File: src/rtl/prs_pkg.sv
`timescale 1ns/1ps
package prs_pkg;
    typedef enum logic [1:0] {
        PS_D0 = 2'b00,
        PS_D1 = 2'b01,
        PS_D2 = 2'b10,
        PS_D3 = 2'b11
    } pwr_state_e;
endpackage

File: src/rtl/prs_sync.sv
`timescale 1ns/1ps
// Multi-bit, multi-stage synchronizer. Every stage powers up at zero, which
// for active-low pins reads as "asserted" until real samples arrive.
module prs_sync #(
    parameter int WIDTH  = 2,
    parameter int STAGES = 2
) (
    input  logic             clk_i,
    input  logic [WIDTH-1:0] din_i,
    output logic [WIDTH-1:0] dout_o
);
    generate
        for (genvar b = 0; b < WIDTH; b++) begin : g_bit
            logic [STAGES-1:0] chain_d;
            logic [STAGES-1:0] chain_q = '0;

            always_comb begin
                chain_d = {chain_q[STAGES-2:0], din_i[b]};
            end

            always_ff @(posedge clk_i) begin
                chain_q <= chain_d;
            end

            assign dout_o[b] = chain_q[STAGES-1];
        end
    endgenerate
endmodule

File: src/rtl/prs_pulse_timer.sv
`timescale 1ns/1ps
// Retriggerable pulse stretcher. The trigger cycle counts as the first
// cycle of the pulse, so the counter loads one less than the pulse length.
module prs_pulse_timer #(
    parameter int PULSE_CYCLES = 21
) (
    input  logic clk_i,
    input  logic en_i,
    input  logic trig_i,
    output logic active_o
);
    localparam int CW = $clog2(PULSE_CYCLES + 1);
    localparam logic [CW-1:0] RELOAD = CW'(PULSE_CYCLES - 1);

    typedef struct packed {
        logic [CW-1:0] cnt;
    } tmr_state_t;

    tmr_state_t st_d;
    tmr_state_t st_q = '0;

    always_comb begin
        st_d = st_q;
        if (en_i && trig_i) begin
            st_d.cnt = RELOAD;
        end else if (st_q.cnt != '0) begin
            st_d.cnt = st_q.cnt - 1'b1;
        end
    end

    always_ff @(posedge clk_i) begin
        st_q <= st_d;
    end

    assign active_o = (en_i && trig_i) || (st_q.cnt != '0);

    assert_load_R3: assert property (@(posedge clk_i) disable iff (!en_i)
        trig_i |=> (st_q.cnt == RELOAD));

    assert_countdown_R3: assert property (@(posedge clk_i) disable iff (!en_i)
        (!trig_i && st_q.cnt != '0) |=> (st_q.cnt == $past(st_q.cnt) - 1'b1));

    assert_restart_R5: assert property (@(posedge clk_i) disable iff (!en_i)
        (trig_i && st_q.cnt != '0) |=> (st_q.cnt == RELOAD));
endmodule

File: src/rtl/pwr_rst_gen.sv
`timescale 1ns/1ps
module pwr_rst_gen
    import prs_pkg::*;
#(
    parameter int PULSE_CYCLES = 21,
    parameter int SYNC_STAGES  = 2
) (
    input  logic       clk_i,
    input  logic       bus_rst_n_i,
    input  logic       isolate_n_i,
    input  logic [1:0] pwr_state_i,
    input  logic       pme_en_i,
    output logic       init_rst_o,
    output logic       pme_rst_o,
    output logic       bus_b0_entry_o
);
    localparam int SW = $clog2(SYNC_STAGES + 1);
    localparam logic [SW-1:0] READY_AT = SW'(SYNC_STAGES);

    typedef struct packed {
        logic          bus_prev;
        logic          iso_prev;
        logic [SW-1:0] start_cnt;
    } gen_state_t;

    gen_state_t st_d;
    gen_state_t st_q = '0;

    logic [1:0] pins_sync;
    logic       bus_sync;
    logic       iso_sync;
    logic       ready;
    logic       in_d3;
    logic       bus_rise;
    logic       iso_rise;
    logic       trig;
    logic       level_rst;
    logic       pulse_active;

    prs_sync #(
        .WIDTH (2),
        .STAGES(SYNC_STAGES)
    ) sync_i (
        .clk_i (clk_i),
        .din_i ({isolate_n_i, bus_rst_n_i}),
        .dout_o(pins_sync)
    );

    assign bus_sync = pins_sync[0];
    assign iso_sync = pins_sync[1];

    always_comb begin
        st_d          = st_q;
        st_d.bus_prev = bus_sync;
        st_d.iso_prev = iso_sync;
        if (st_q.start_cnt != READY_AT) begin
            st_d.start_cnt = st_q.start_cnt + 1'b1;
        end
    end

    always_ff @(posedge clk_i) begin
        st_q <= st_d;
    end

    always_comb begin
        ready     = (st_q.start_cnt == READY_AT);
        in_d3     = (pwr_rst_gen_state(pwr_state_i) == PS_D3);
        bus_rise  = ready && bus_sync && !st_q.bus_prev;
        iso_rise  = ready && iso_sync && !st_q.iso_prev;
        trig      = iso_rise || (bus_rise && in_d3);
        level_rst = ready && !bus_sync && !in_d3;
    end

    prs_pulse_timer #(
        .PULSE_CYCLES(PULSE_CYCLES)
    ) timer_i (
        .clk_i   (clk_i),
        .en_i    (ready),
        .trig_i  (trig),
        .active_o(pulse_active)
    );

    assign init_rst_o     = !ready || level_rst || pulse_active;
    assign pme_rst_o      = pme_en_i ? !ready : init_rst_o;
    assign bus_b0_entry_o = bus_rise;

    function automatic pwr_state_e pwr_rst_gen_state(input logic [1:0] raw);
        return pwr_state_e'(raw);
    endfunction

    assert_level_follow_R1: assert property (@(posedge clk_i) disable iff (!ready)
        (!in_d3 && !bus_sync) |-> init_rst_o);

    assert_d3_level_ignored_R2: assert property (@(posedge clk_i) disable iff (!ready)
        (in_d3 && !pulse_active && !iso_rise) |-> !init_rst_o);

    assert_pme_shield_R6: assert property (@(posedge clk_i) disable iff (!ready)
        pme_en_i |-> !pme_rst_o);

    assert_pme_follow_R7: assert property (@(posedge clk_i) disable iff (!ready)
        !pme_en_i |-> (pme_rst_o == init_rst_o));

    assert_b0_single_R8: assert property (@(posedge clk_i) disable iff (!ready)
        bus_b0_entry_o |=> !bus_b0_entry_o);

    assert_startup_hold_R9: assert property (@(posedge clk_i)
        !ready |-> (init_rst_o && pme_rst_o));
endmodule

File: config.mk
export PLATFORM = sky130hd
export DESIGN_NAME = pwr_rst_gen
export DESIGN_NICKNAME = d
export VERILOG_FILES = /design/src/rtl/prs_pkg.sv /design/src/rtl/prs_sync.sv /design/src/rtl/prs_pulse_timer.sv /design/src/rtl/pwr_rst_gen.sv
export SDC_FILE = /design/constraint.sdc
export NUM_CORES = 1
export LEC_CHECK = 0
export CAP_MARGIN = 30
export CORE_AREA = 2 2 39 41
export CTS_CLUSTER_DIAMETER = 120
export DETAILED_ROUTE_END_ITERATION = 12
export DIE_AREA = 0 0 41 43
export GPL_ROUTABILITY_DRIVEN = 0
export GPL_TIMING_DRIVEN = 0
export HOLD_SLACK_MARGIN = 0.15
export PLACE_DENSITY = 0.68
export SLEW_MARGIN = 20
export SYNTH_ARGS = -nofsm -noshare
export SYNTH_HDL_FRONTEND = slang
export SYNTH_HIERARCHICAL = 1
export SYNTH_SLANG_ARGS = --single-unit
File: constraint.sdc
create_clock -name clk_i -period 2.1 [get_ports clk_i]
set_input_delay 0.315 -clock clk_i [delete_from_list [all_inputs] [get_ports clk_i]]
set_output_delay 0.315 -clock clk_i [all_outputs]
set_load 0.03 [all_outputs]
* Word level (Yosys, flattened, before mapping)
Cells that the tools add are included.
** Word-level totals
- Output and inout port bits :: 3
- Flip-flop bits (word level) :: 13
- Word-level logic and storage cells :: 30
** Operators by class
- Muxes and demuxes :: 1
- Equality and inequality tests :: 3
- Add/subtract/negate cells :: 2
- Reduce and logical (&&, ||, !) cells :: 18
** Operators with widths (count)
- $logic_and A1 B1 Y1 :: 8
- $logic_not A1 Y1 :: 5
- $reduce_bool A5 Y1 :: 1
- $sub A5 B1 Y5 const B :: 1
- $eq A2 B2 Y1 const B :: 2
- $logic_or A1 B1 Y1 :: 4
- $add A2 B1 Y2 const B :: 1
- $ne A2 B2 Y1 const B :: 1
- $mux W1 :: 1

* Depth between registers and ports, before layout
Gate-level depths: netlist of the first run.
- Depth after elaboration :: 9
- Depth in mapped cells :: 7
- Gate-level depth less buffers :: 7

* Hierarchy
The synthesis of the first run kept the hierarchy.
** Modules (own cells, without submodules)
- prs_pulse_timer :: times used 1, area an instance 252.7 um^2, cells an instance 26
- pwr_rst_gen :: times used 1, area an instance 175.2 um^2, cells an instance 15
- prs_sync :: times used 1, area an instance 95.1 um^2, cells an instance 6

* Worst setup path after synthesis of the first run
Ideal clock, no wire load.
- Path kind :: reg-to-output
- Start :: register st_q[0] (netlist name)
- End :: output port init_rst_o
- Setup slack :: -22 ps
- Arrival :: 1807 ps
- Cell stages (with the launch flop) :: 8
- Path through :: edfxtp_1 > inv_1 > ha_1 > and3b_2 > a32o_1 > nand2_1 > nand2_1 > or3_1
** RTL lines
- end, declared :: RTL line pwr_rst_gen.sv:13 : output logic init_rst_o,

==> summary.md, run 1 <==
| Metric | Value |
|---|---|
| Mapped cell area | `523.0 um2` |
| Part of the Yosys area used for sequential elements | `53.59%` |
| # IOs | `9` |
| Worst slack, placed | `-522.0 ps` |
| Final setup vio count | `2` |
| Starting Density | `37.79%` |
| Synthesized instance count | `47` |
| Sequential power share | `59.1%` |
| Fillcell total | `134` |
| Status | `finished with violations` |
| Pwr per Cell Area | `620.4 nW/um2` |
| Longest Clk Path Bufs | `2` |
| Leakage | `0.3154 nW` |
| Seq cells post-synth | `13` |
| Max frequency | `442.4 MHz` |
| Switching share of power | `20.21%` |
| Comb power frac | `6.6%` |
| Synth Area per Inst | `11.13 um2` |
| Vias per cell | `4.608` |
| Routed len/inst | `10.34 um` |
| RSZ-0062 raised after global routing | `yes` |
| Worst Hold Class | `reg -> reg` |
| CTS tree | `built` |
| Tmin final | `2260 ps` |
| Int Power | `349.4 uW` |
| Syn nets | `56` |
| # diodes | `0` |
| Post-layout util | `50.99%` |
| Power Total | `437.8 uW` |
| PnR worst setup slack | `-160.3 ps` |
| Die span in y | `43 um` |
| Die area | `1763 um2` |
| WS Path Type | `reg -> out` |
| Core area | `1384 um2` |
| Clock share of power | `34.3%` |
| Clock tree sinks | `13` |
| Worst VDD drop | `0.3381 mV` |
| Final period util | `107.6%` |
| # rows | `14` |
| Worst slew pin tran | `325.3 ps` |
| Via count | `364` |
| Startpoint types | `flip-flop` |
| Fin. max-slew vios | `0` |
| Cts bufs inserted | `3` |
| Detailed placement HPWL | `586.6 um` |
| Fin nets | `73` |
| P&R area growth vs syn | `34.93%` |
| Clock root buffer | `clkbuf_4` |
| Congestion Overflow GR | `0` |
| Clk_lat worst skew | `260 ps` |
| GR Util All Layers | `11.19%` |
| CTS clk-pin slew, worst paths | `80 ps` |
| DR iter-0 viols | `6` |
| Worst Path Required | `1780 ps` |
| Routed Antenna Nets | `0` |
| Yosys warnings | `6` |
| DRT Pass-1 Iters | `4` |
| # DRC | `0` |
| Relative slew margins | `78.22%` |
| Clk_skew | `0.6136 ps` |
| # hold bufs at CTS | `0` |
| Final WL | `817 um` |
| Htree depth | `1` |
| Max-cap check violation count | `0` |
| Cell variety after synth | `23` |
| Net Sw Power | `88.46 uW` |
| Initial antenna violation count | `0` |
| Fraction of layout instances using a drive strength above 1 | `31.75%` |
| Largest net degree at the start of global routing | `8` |
| I/O Buffers | `8` |
| Max FO, Critical Path | `2` |
| Violated checks | `negative setup slack` |
| Endpoint class of the critical path | `output port` |
| Vias in the first global route | `354` |
| Die X | `41 um` |
| First-pass GRT wire length | `1311 um` |
| Hold Vio Cnt, Final | `0` |
| Crit path DAT | `1950 ps` |
==> critical path, stage by stage, from the launching register on <==
cell and delay [ps]:
edfxtp_1 420, ha_4 180, and3b_2 190, a32o_2 250
nand2_2 70, nand2_2 60, or3_4 370, buf_6 140
==> layout make-up <==
cell class | instances | area [um2] | area share, %
sequential | 13 | 280.3 | 39.72
multi-input combinational | 27 | 232.7 | 32.98
timing repair buffer | 12 | 112.6 | 15.96
clock buffer | 4 | 26.28 | 3.723
tap | 16 | 20.02 | 2.837
inverter | 5 | 18.77 | 2.660
buffer | 2 | 15.01 | 2.128
==> cells in the mapped netlist, drive strengths merged <==
master	count	area, um2
ha	3	37.54
mux2i	1	10.01
nand3	1	5.000
xnor2	3	26.28
and3b	1	10.01
dfxtp	11	220.2
nor2b	1	6.260
inv	5	18.76
or3	1	6.260
nor2	2	7.510
o31ai	1	7.510
nor3b	1	7.510
o31a	1	10.01
nand2	4	15.01
a32o	1	10.01
a21oi	1	5.000
nor3	2	10.01
nor4b	1	23.77
o21ai	1	5.000
buf	2	15.01
edfxtp	2	60.06
and2	1	6.260
==> state kept, by name, summed over array words and instances, names as in the netlist <==
register / count
st_q: 4
sync_i/g_bit.chain_q: 4
timer_i/st_q: 5
==> routing by layer <==
layer / wire length (um) / vias to the layer above / global-route usage (%)
met4: 14 / 0 / 8.000
li1: - / 188 / -
met1: 365 / 168 / 11.07
met5: 0 / - / 0
met3: 34 / 2 / 3.141
met2: 402 / 6 / 18.44
==> through the flow <==
step / hold WS (ps) / std cells / cell area, um2 / TNS [ps]
final: 330.7 / 79 / 705.7 / -289.1
after global routing: 341.2 / 79 / 705.7 / -455.2
after CTS: 332.9 / 77 / 690.7 / -374.9
after detailed placement: 314.3 / 71 / 628.1 / -1005
after global placement: 311.8 / 71 / 628.1 / -997.5
after floorplan: 309.6 / 47 / 528.0 / 0
==> final timing paths <==
| path | from | to | slack (ps) | cells past startpoint |
|---|---|---|---|---|
| max | st_q[1]$_DFFE_PP_ | init_rst_o | -160 | 7 |
| min | sync_i/g_bit[0].chain_q[0]$_DFF_P_ | sync_i/g_bit[0].chain_q[1]$_DFF_P_ | 330 | 0 |
| max reg2reg | st_q[1]$_DFFE_PP_ | timer_i/st_q[1]$_SDFFE_PP0P_ | 610 | 5 |
| min reg2reg | sync_i/g_bit[0].chain_q[0]$_DFF_P_ | sync_i/g_bit[0].chain_q[1]$_DFF_P_ | 330 | 0 |
==> logic make-up after synthesis <==
group,synth area share (%)
adder cells (fa/ha/maj),7.178
AO/OA/AOI/OAI,7.176
flip-flops,53.59
multiplexers,1.914
AND/OR/NAND/NOR,18.66
XOR/XNOR,5.025
buffers and inverters,6.457
==> power groups by stage <==
stage	combinational, mW	clock [mW]	sequential [mW]
finish	0.0288	0.150	0.259
global route	0.0310	0.167	0.260
CTS	0.0290	0.155	0.259
detailed placement	0.0278	0	0.265
global placement	0.0277	0	0.265
floorplan	0.0132	0	0.264
==> cells in the final DEF, fill, tap and decap left out <==
| master | count |
|---|---|
| nor2b_1 | 1 |
| and3b_2 | 1 |
| nor3_1 | 2 |
| nor4b_4 | 1 |
| a32o_2 | 1 |
| nor3b_1 | 1 |
| o21ai_0 | 1 |
| nand3_1 | 1 |
| a21oi_1 | 1 |
| clkbuf_1 | 1 |
| mux2i_1 | 1 |
| nand2_2 | 2 |
| buf_6 | 2 |
| nor2_1 | 2 |
| edfxtp_1 | 2 |
| nand2_1 | 2 |
| or3_4 | 1 |
| inv_2 | 1 |
| ha_4 | 1 |
| clkbuf_4 | 3 |
| buf_4 | 6 |
| inv_1 | 4 |
| and2_1 | 1 |
| clkdlybuf4s50_1 | 6 |
| ha_1 | 2 |
| o31ai_1 | 1 |
| o31a_2 | 1 |
| dfxtp_1 | 11 |
| xnor2_1 | 3 |
==> what timing repair did <==
action,CTS,global route
buffers inserted,2,2
setup endpoints to repair,3,3
pin swaps,4,3
gates resized for setup,19,0
(Power assumes the default switching activity.)
==> run 2: changes to the inputs <==
--- a/config.mk
+++ b/config.mk
@@ -5,6 +5,7 @@
 export SDC_FILE = /design/constraint.sdc
 export NUM_CORES = 1
 export LEC_CHECK = 0
+export ABC_AREA = 0
 export CAP_MARGIN = 30
 export CORE_AREA = 2 2 39 41
 export CTS_CLUSTER_DIAMETER = 120
==> results of run 2 <==
Final layout, timing and power as in run 1 (identical DEF).
